[src/rtl/gpio_bank_pkg.sv]
package gpio_bank_pkg;
  // Field positions inside a pin word (host software decodes these)
  localparam int B_LEVEL   = 8;
  localparam int B_ACT_LO  = 9;
  localparam int B_BOTH    = 10;
  localparam int B_DET_EN  = 11;
  localparam int B_DLV_EN  = 12;
  localparam int B_IN_LVL  = 16;
  localparam int B_OUT_VAL = 22;
  localparam int B_OUT_EN  = 23;
  localparam int B_PEND    = 28;
  localparam int B_EOI     = 29;

  typedef struct packed {
    logic out_en;
    logic out_val;
    logic dlv_en;
    logic det_en;
    logic both;
    logic act_lo;
    logic level;
  } pin_cfg_t;
endpackage

[src/rtl/gpio_in_sync.sv]
module gpio_in_sync #(
  parameter int WIDTH = 32
) (
  input  logic             clk,
  input  logic             rst,
  input  logic [WIDTH-1:0] din,
  output logic [WIDTH-1:0] lvl,
  output logic [WIDTH-1:0] prev
);
  logic [WIDTH-1:0] meta;

  always_ff @(posedge clk) begin
    if (rst) begin
      meta <= '0;
      lvl  <= '0;
      prev <= '0;
    end else begin
      meta <= din;
      lvl  <= meta;
      prev <= lvl;
    end
  end
endmodule

[src/rtl/gpio_pin_cell.sv]
module gpio_pin_cell
  import gpio_bank_pkg::*;
(
  input  logic        clk,
  input  logic        rst,
  input  logic        wr_sel,
  input  logic [31:0] wdata,
  input  logic        lvl,
  input  logic        prev,
  output pin_cfg_t    cfg,
  output logic        pend
);
  logic rise, fall, edge_hit, lvl_hit, hit, clr;

  always_comb begin
    rise     = lvl & ~prev;
    fall     = ~lvl & prev;
    edge_hit = cfg.both ? (rise | fall) : (cfg.act_lo ? fall : rise);
    lvl_hit  = (cfg.act_lo & ~cfg.both) ? ~lvl : lvl;
    hit      = cfg.det_en & (cfg.level ? lvl_hit : edge_hit);
    clr      = wr_sel & wdata[B_PEND];
  end

  always_ff @(posedge clk) begin
    if (rst) begin
      cfg  <= '0;
      pend <= 1'b0;
    end else begin
      if (wr_sel) begin
        cfg.out_en  <= wdata[B_OUT_EN];
        cfg.out_val <= wdata[B_OUT_VAL];
        cfg.dlv_en  <= wdata[B_DLV_EN];
        cfg.det_en  <= wdata[B_DET_EN];
        cfg.both    <= wdata[B_BOTH];
        cfg.act_lo  <= wdata[B_ACT_LO];
        cfg.level   <= wdata[B_LEVEL];
      end
      pend <= hit | (pend & ~clr);
    end
  end
endmodule

[src/rtl/gpio_irq_summary.sv]
module gpio_irq_summary #(
  parameter int NUM_PINS = 32,
  parameter int GROUP    = 4,
  parameter int SUM_W    = 64
) (
  input  logic                clk,
  input  logic                rst,
  input  logic [NUM_PINS-1:0] pend_vec,
  input  logic [NUM_PINS-1:0] dlv_vec,
  input  logic                eoi,
  output logic [SUM_W-1:0]    sum_vec,
  output logic                irq
);
  localparam int NUM_GROUPS = (NUM_PINS + GROUP - 1) / GROUP;
  localparam int PAD_W      = NUM_GROUPS * GROUP;

  logic [PAD_W-1:0] live;
  assign live = PAD_W'(pend_vec & dlv_vec);

  for (genvar g = 0; g < SUM_W; g++) begin : g_sum
    if (g < NUM_GROUPS) begin : g_used
      assign sum_vec[g] = |live[g*GROUP +: GROUP];
    end else begin : g_empty
      assign sum_vec[g] = 1'b0;
    end
  end

  always_ff @(posedge clk) begin
    if (rst) irq <= 1'b0;
    else     irq <= ~eoi & (|sum_vec);
  end
endmodule

[src/rtl/gpio_irq_bank.sv]
module gpio_irq_bank
  import gpio_bank_pkg::*;
#(
  parameter int NUM_PINS    = 32,
  parameter int ADDR_W      = 10,
  parameter int GROUP       = 4,
  parameter int MASTER_ADDR = 'h0FC,
  parameter int SUM_LO_ADDR = 'h2F8,
  parameter int SUM_HI_ADDR = 'h2FC
) (
  input  logic                clk,
  input  logic                rst,
  input  logic                reg_wr,
  input  logic                reg_rd,
  input  logic [ADDR_W-1:0]   reg_addr,
  input  logic [31:0]         reg_wdata,
  output logic [31:0]         reg_rdata,
  input  logic [NUM_PINS-1:0] pin_in,
  output logic [NUM_PINS-1:0] pin_out,
  output logic [NUM_PINS-1:0] pin_oe,
  output logic                irq
);
  localparam int IDX_W = ADDR_W - 2;
  localparam int SUM_W = 64;
  localparam int HOLE  = MASTER_ADDR / 4;

  logic [NUM_PINS-1:0] lvl_vec, prev_vec, pend_vec, dlv_vec, det_vec;
  logic [SUM_W-1:0]    sum_vec;
  logic [31:0]         pin_word [NUM_PINS];
  logic [IDX_W-1:0]    idx;
  logic                aligned, eoi;
  logic [31:0]         rd_mux;

  assign idx     = reg_addr[ADDR_W-1:2];
  assign aligned = (reg_addr[1:0] == 2'b00);
  assign eoi     = reg_wr && (reg_addr == ADDR_W'(MASTER_ADDR)) && reg_wdata[B_EOI];

  gpio_in_sync #(.WIDTH(NUM_PINS)) u_sync (
    .clk(clk), .rst(rst), .din(pin_in), .lvl(lvl_vec), .prev(prev_vec)
  );

  for (genvar p = 0; p < NUM_PINS; p++) begin : g_pin
    if (p == HOLE) begin : g_hole
      assign pend_vec[p] = 1'b0;
      assign dlv_vec[p]  = 1'b0;
      assign det_vec[p]  = 1'b0;
      assign pin_out[p]  = 1'b0;
      assign pin_oe[p]   = 1'b0;
      assign pin_word[p] = '0;
    end else begin : g_cell
      pin_cfg_t cfg;
      logic     sel;
      assign sel = reg_wr && aligned && (idx == IDX_W'(p));

      gpio_pin_cell u_cell (
        .clk(clk), .rst(rst), .wr_sel(sel), .wdata(reg_wdata),
        .lvl(lvl_vec[p]), .prev(prev_vec[p]), .cfg(cfg), .pend(pend_vec[p])
      );

      assign dlv_vec[p] = cfg.dlv_en;
      assign det_vec[p] = cfg.det_en;
      assign pin_out[p] = cfg.out_val;
      assign pin_oe[p]  = cfg.out_en;

      always_comb begin
        pin_word[p]            = '0;
        pin_word[p][B_LEVEL]   = cfg.level;
        pin_word[p][B_ACT_LO]  = cfg.act_lo;
        pin_word[p][B_BOTH]    = cfg.both;
        pin_word[p][B_DET_EN]  = cfg.det_en;
        pin_word[p][B_DLV_EN]  = cfg.dlv_en;
        pin_word[p][B_IN_LVL]  = lvl_vec[p];
        pin_word[p][B_OUT_VAL] = cfg.out_val;
        pin_word[p][B_OUT_EN]  = cfg.out_en;
        pin_word[p][B_PEND]    = pend_vec[p];
      end
    end
  end

  gpio_irq_summary #(.NUM_PINS(NUM_PINS), .GROUP(GROUP), .SUM_W(SUM_W)) u_sum (
    .clk(clk), .rst(rst), .pend_vec(pend_vec), .dlv_vec(dlv_vec),
    .eoi(eoi), .sum_vec(sum_vec), .irq(irq)
  );

  always_comb begin
    rd_mux = '0;
    if (reg_addr == ADDR_W'(SUM_LO_ADDR)) begin
      rd_mux = sum_vec[31:0];
    end else if (reg_addr == ADDR_W'(SUM_HI_ADDR)) begin
      rd_mux = sum_vec[63:32];
    end else if (aligned) begin
      for (int p = 0; p < NUM_PINS; p++) begin
        if (idx == IDX_W'(p)) rd_mux = pin_word[p];
      end
    end
  end

  always_ff @(posedge clk) begin
    if (rst)         reg_rdata <= '0;
    else if (reg_rd) reg_rdata <= rd_mux;
  end
endmodule

[config.mk]
export PLATFORM = sky130hd
export DESIGN_NAME = gpio_irq_bank
export DESIGN_NICKNAME = d
export VERILOG_FILES = /design/src/rtl/gpio_bank_pkg.sv /design/src/rtl/gpio_in_sync.sv /design/src/rtl/gpio_pin_cell.sv /design/src/rtl/gpio_irq_summary.sv /design/src/rtl/gpio_irq_bank.sv
export SDC_FILE = /design/constraint.sdc
export NUM_CORES = 1
export LEC_CHECK = 0
export BUFFER_PORTS_ARGS = -buffer_cell sky130_fd_sc_hd__buf_2
export CORE_UTILIZATION = 35
export CTS_CLUSTER_DIAMETER = 100
export DETAILED_ROUTE_END_ITERATION = 10
export GPL_ROUTABILITY_DRIVEN = 0
export PLACE_DENSITY_LB_ADDON = 0.1
export SLEW_MARGIN = 25
export SYNTH_ARGS = -nofsm -noshare
export SYNTH_HDL_FRONTEND = slang
export SYNTH_HIERARCHICAL = 1
export SYNTH_SLANG_ARGS = --single-unit
[constraint.sdc]
create_clock -name clk -period 3.9 [get_ports clk]
set_input_delay 0.78 -clock clk [delete_from_list [all_inputs] [get_ports clk]]
set_output_delay 0.78 -clock clk [all_outputs]
set_load 0.01 [all_outputs]
Word-level counts from Yosys, hierarchy flattened
Cells that the tools add are included.
Widths: inputs -> output; s select.
Storage, ports and cells
  flip-flop bits (word level): 385
  bits of input ports: 78
  output and inout bits: 97
  word-level logic and storage cells: 891
Operators by class
  eq/ne operators: 34
  muxes and demuxes: 163
  bitwise logic cells: 387
  reduce and logical (&&, ||, !) cells: 46
Operators by type and width (count)
  $mux 32: 34
  $and 1x1->1: 193
  $not 1->1: 129
  $eq 8x5->1 const B: 16
  $mux 1: 128
  $eq 8x4->1 const B: 8
  $or 1x1->1: 64
  $logic_and 1x1->1: 35
  $and 32x32->32: 1
  $eq 8x3->1 const B: 4
  $reduce_or 32->1: 1
  $reduce_or 4->1: 8
  $mux 29: 1
  $eq 10x10->1 const B: 2
  $eq 8x2->1 const B: 2
  $eq 10x8->1 const B: 1
  $eq 8x1->1 const B: 1
  $logic_not 8->1: 1
  $logic_not 2->1: 1

Logic depth before layout (Yosys ltp)
  depth after elaboration: 36
  mapped depth: 11
  depth with buffers taken out: 7

Hierarchy
The synthesis kept the hierarchy.
By module, submodules not included
  gpio_pin_cell: times used 32, cells an instance 40, area an instance 375.4 um^2, sequential area each 160.2 um^2
  gpio_irq_bank: times used 1, cells an instance 751, area an instance 4997.3 um^2, sequential area each 640.6 um^2
  gpio_in_sync: times used 1, cells an instance 202, area an instance 2600.0 um^2, sequential area each 1921.8 um^2
  gpio_irq_summary: times used 1, cells an instance 85, area an instance 614.3 um^2, sequential area each 20.0 um^2

Worst setup path before layout
Ideal clock, no wire load.
  kind: input to register
  start point: in reg_addr[3]
  end point: reg reg_rdata[28]
  setup time: 0.128 ns
  arrival time: 2.587 ns
  data required time: 3.772 ns
  setup slack: 1.185 ns
  cell stages on the path: 9
  path buffers: 2
  cell sequence: clkbuf_1 > buf_2 > mux2_2 > a22oi_1 > nor2_1 > a211o_1 > o31a_1 > o41ai_1 > a21oi_1
On the way
  longest elaborated chain between the ends: 36
  elaborated cells on any way between the ends: 69
  classes of those cells: eq/ne: 33; mux: 35; reduce/logical: 1
RTL lines
  start: declaration: RTL line gpio_irq_bank.sv:15  | input logic [ADDR_W-1:0] reg_addr,
  $logic_not 8->1: RTL line gpio_irq_bank.sv:93  | if (idx == IDX_W'(p)) rd_mux = pin_word[p];
  $mux 29: RTL line gpio_irq_bank.sv:93
  $mux 32 (31 in a row): RTL line gpio_irq_bank.sv:93
  $mux 32: RTL line gpio_irq_bank.sv:91  | end else if (aligned) begin
  $mux 32: RTL line gpio_irq_bank.sv:89  | end else if (reg_addr == ADDR_W'(SUM_HI_ADDR)) begin
  $mux 32 *: RTL line gpio_irq_bank.sv:87  | if (reg_addr == ADDR_W'(SUM_LO_ADDR)) begin
  end signal: assignment: RTL line gpio_irq_bank.sv:100  | else if (reg_rd) reg_rdata <= rd_mux;
  end: declaration: RTL line gpio_irq_bank.sv:17  | output logic [31:0] reg_rdata,
Mark *: on every way between the ends. The rest lies on a longest branch, timed or not.
A chain may end at the register's enable or synchronous reset.

Worst setup path in the final report
  start point: in reg_addr[9]
  end point: reg reg_rdata[10]
The elaborated chain is that of the path after synthesis.

==> results.yml <==
grt:
  grt_pass1_wl_um: 107000
  grt_pass1_vias: 16700
  grtUsageTotal: 0.236
  antenna_found_initial: 0
  gr-total-overflow: 0
  grt_max_degree: 84
worst_setup_path:
  path_max_fanout: 30
  r2r_start: "g_pin[0].g_cell.u_cell/cfg[5]$_SDFFE_PP0P_"
  crit_path_start_kind: "primary input"
  crit_chain: "buf_2 -> nor4_4 -> buf_4 -> nand2_1 -> a211oi_1 -> a221o_1 -> a31o_2 -> nand4_1 -> a221oi_1"
  worstPathRequired_ns: 4.39
  startpoint: "reg_addr[9]"
  crit_end: "reg_rdata[10]$_SDFFE_PP0P_"
  r2r_cells: 8
  slowest_stage: "a211oi_1"
  r2r_slack_ns: 1.47
  path_delay_family: "compound AO/OA/AOI/OAI gates"
  cp-end-kind: "flop"
  reg2reg_to: "reg_rdata[22]$_SDFFE_PP0P_"
  cp.arrival_ns: 3.48
  critPathMaxStageDelay_ns: 0.49
  path_depth: 9
  path_buf_inv: 2
  critPathKind: "primary input to flop"
clocking:
  clkLatencyLatePin_ns: 0.60
  cts.sink_count: 385
  htreeDepth: 2
  cts_buffers: 47
  path_clk_slew_ns: 0.06
  cts_max_path_buffers: 3
  post_cts_buffers: 0
  tritoncts: "yes"
  ctsHoldBuffers: 0
  cts_resized: 0
  root_buffer: "clkbuf_16"
route:
  wl_um: 70800
  routedWlPerCell_um: 21.7
  drt-initial-drc-count: 1692
  ant_nets: 0
  vias_per_cell: 5.38
  vias: 17500
  drc_errors: 0
  firstDrtPassIters: 8
status:
  outcome: "finished, final reports clean"
layout:
  multi_input_area_sq_mm: 0.0111
  fillers: 5677
  layout_commonest_cell: "nor2_1"
  drive_gt1_frac: 0.151
  area_delta_synth_final_pct: 16.1
  nets: 2604
  mostFrequentLayoutCells: "nor2_1, dfxtp_1, mux2i_1, buf_2, nor2b_1"
  seqCellArea_sq_mm: 0.00771
synthesis:
  netlist.area_leader.share: 0.381
  synth_edf_count: 0
  synth.largest_area_cell: "dfxtp_1"
  ys_top_cells_by_area: "dfxtp_1, mux2i_1, nor2_1"
  ys_ff_latch: 385
  yosys_most_used_dff: "dfxtp_1"
  syn_inst: 2318
  synth-seq-area-share: 0.381
  postSynthAreaPerCell_sq_um: 8.72
  async_flop_share: 0
  synthesis.area_sq_mm: 0.0202
  yosysWarnings: 6
  ys_types: 72
sta:
  fmax_mhz: 335
  finalHoldViolations: 0
  fin_crit_sh: 0.765
  drv_slew: 0
  finalCriticalPeriod_ns: 2.98
  worstMarginPinSlew_ns: 1.06
  relSlewSlack: 0.295
  setup_viol: 0
  hold_slack_ns: 0.388
  grt_setup_unrepaired: "no"
  fin_skew_ns: 0.0205
  fin_setup_tns_ns: 0
pwr:
  irDropWorstVdd_v: 0.000277
  powerDensity_mw_per_mm2: 403
  p_leak_nw: 8.87
  finalPower_mw: 9.47
die:
  die_x_um: 242
  io_pins: 175
  dieArea_sq_mm: 0.0587
  start_util: 0.357
  core_area_sq_mm: 0.0567
  placement_rows: 87
  fp.dieH_um: 242
hold_path:
  hp-class: "primary input to flop"
  min-delay-start: "pin_in[26]"
place:
  port_buffers: 151
  dp_hpwl_um: 49200
job:
  max_cap_violations: 0
how the worst min path moves through the flow:
stage,endpoint,slack [ns],cells past startpoint
4_1_cts,u_sync/meta[17]$_SDFF_PP0_,0.36,2
6_report,u_sync/meta[26]$_SDFF_PP0_,0.39,2
5_1_grt,u_sync/meta[16]$_SDFF_PP0_,0.38,2
2_1_floorplan,u_sync/lvl[0]$_SDFF_PP0_,0.41,1
3_5_place_dp,u_sync/lvl[21]$_SDFF_PP0_,0.42,1
3_3_place_gp,u_sync/lvl[21]$_SDFF_PP0_,0.42,1
report_power, final:
| part | internal [mW] | switching [mW] |
|---|---|---|
| clock | 2.97 | 1.85 |
| combinational | 0.185 | 0.420 |
| sequential | 3.99 | 0.0507 |
| total | 7.15 | 2.32 |
layer usage:
| metal | GRT usage | vias to the layer above | wire [um] |
|---|---|---|---|
| met5 | 0 | - | 0 |
| met4 | 0.0706 | 0 | 1680 |
| met3 | 0.0389 | 92 | 4620 |
| met2 | 0.363 | 619 | 30800 |
| met1 | 0.336 | 8460 | 33700 |
| li1 | - | 8348 | - |
worst reg2reg max path, stage by stage, from the launching register on:
cell and delay [ns]:
dfxtp_1 0.36, mux4_2 0.56, nand4_1 0.17, nand3_1 0.11
a221oi_1 0.31, buf_4 0.20, o221ai_1 0.12, o21ai_1 0.35
a31oi_1 0.13
cell families (layout without fill, tap and decap cells):
logic type,Yosys count,after routing,share of synthesized area
compound gates,450,450,0.157
fa+ha+maj,64,64,0.0396
buf+inv,318,443,0.0817
flops,385,385,0.381
mux,297,297,0.153
other cells,1,58,0.000185
simple gates,803,803,0.188
stage by stage:
| stage | worst slack, ns | cells | util | cell area, sq um |
|---|---|---|---|---|
| floorplan | 1.19 | 2373 | - | 20400 |
| global placement | 0.523 | 3169 | 0.384 | 21800 |
| detailed placement | 0.461 | 3169 | 0.384 | 21800 |
| CTS | 1.08 | 3254 | 0.414 | 23500 |
| global route | 0.860 | 3254 | 0.414 | 23500 |
| finish | 0.917 | 3256 | 0.414 | 23500 |
state kept, by name, summed over array words and instances (netlist names):
register,cells
u_sum/irq,1
u_sync/prev,32
reg_rdata,32
g_pin.g_cell.u_cell/cfg,224
u_sync/lvl,32
u_sync/meta,32
g_pin.g_cell.u_cell/pend,32
area by class of cell:
| class | instances | area share |
|---|---|---|
| diodes | 2 | 0.000213 |
| repair buffers | 250 | 0.0684 |
| well taps | 756 | 0.0403 |
| flip-flops and latches | 385 | 0.328 |
| clock buffers | 60 | 0.0574 |
| clock inverters | 25 | 0.0155 |
| multi-input cells | 1670 | 0.473 |
| inverters | 108 | 0.0173 |
synthesized netlist by cell type (6+ instances only):
| master | count |
|---|---|
| a21oi_1 | 63 |
| buf_1 | 9 |
| nand2b_1 | 6 |
| nor2_1 | 387 |
| nor3_1 | 44 |
| nand4_1 | 13 |
| nand2_1 | 126 |
| mux2i_1 | 270 |
| nor2b_1 | 139 |
| mux4_2 | 7 |
| o211ai_1 | 48 |
| a221oi_1 | 39 |
| a31oi_1 | 14 |
| nand3_1 | 20 |
| o21a_1 | 6 |
| a22oi_1 | 29 |
| buf_4 | 90 |
| buf_2 | 66 |
| mux2_2 | 20 |
| o21ai_1 | 33 |
| o221ai_1 | 7 |
| o21ai_0 | 51 |
| and3b_1 | 32 |
| a32oi_1 | 6 |
| o22ai_1 | 20 |
| o31ai_1 | 7 |
| ha_1 | 64 |
| dfxtp_1 | 385 |
| clkbuf_1 | 40 |
| inv_1 | 108 |
| a211oi_1 | 48 |
| a41o_1 | 32 |
| o2bb2ai_1 | 6 |
(Power assumes the default switching activity.)
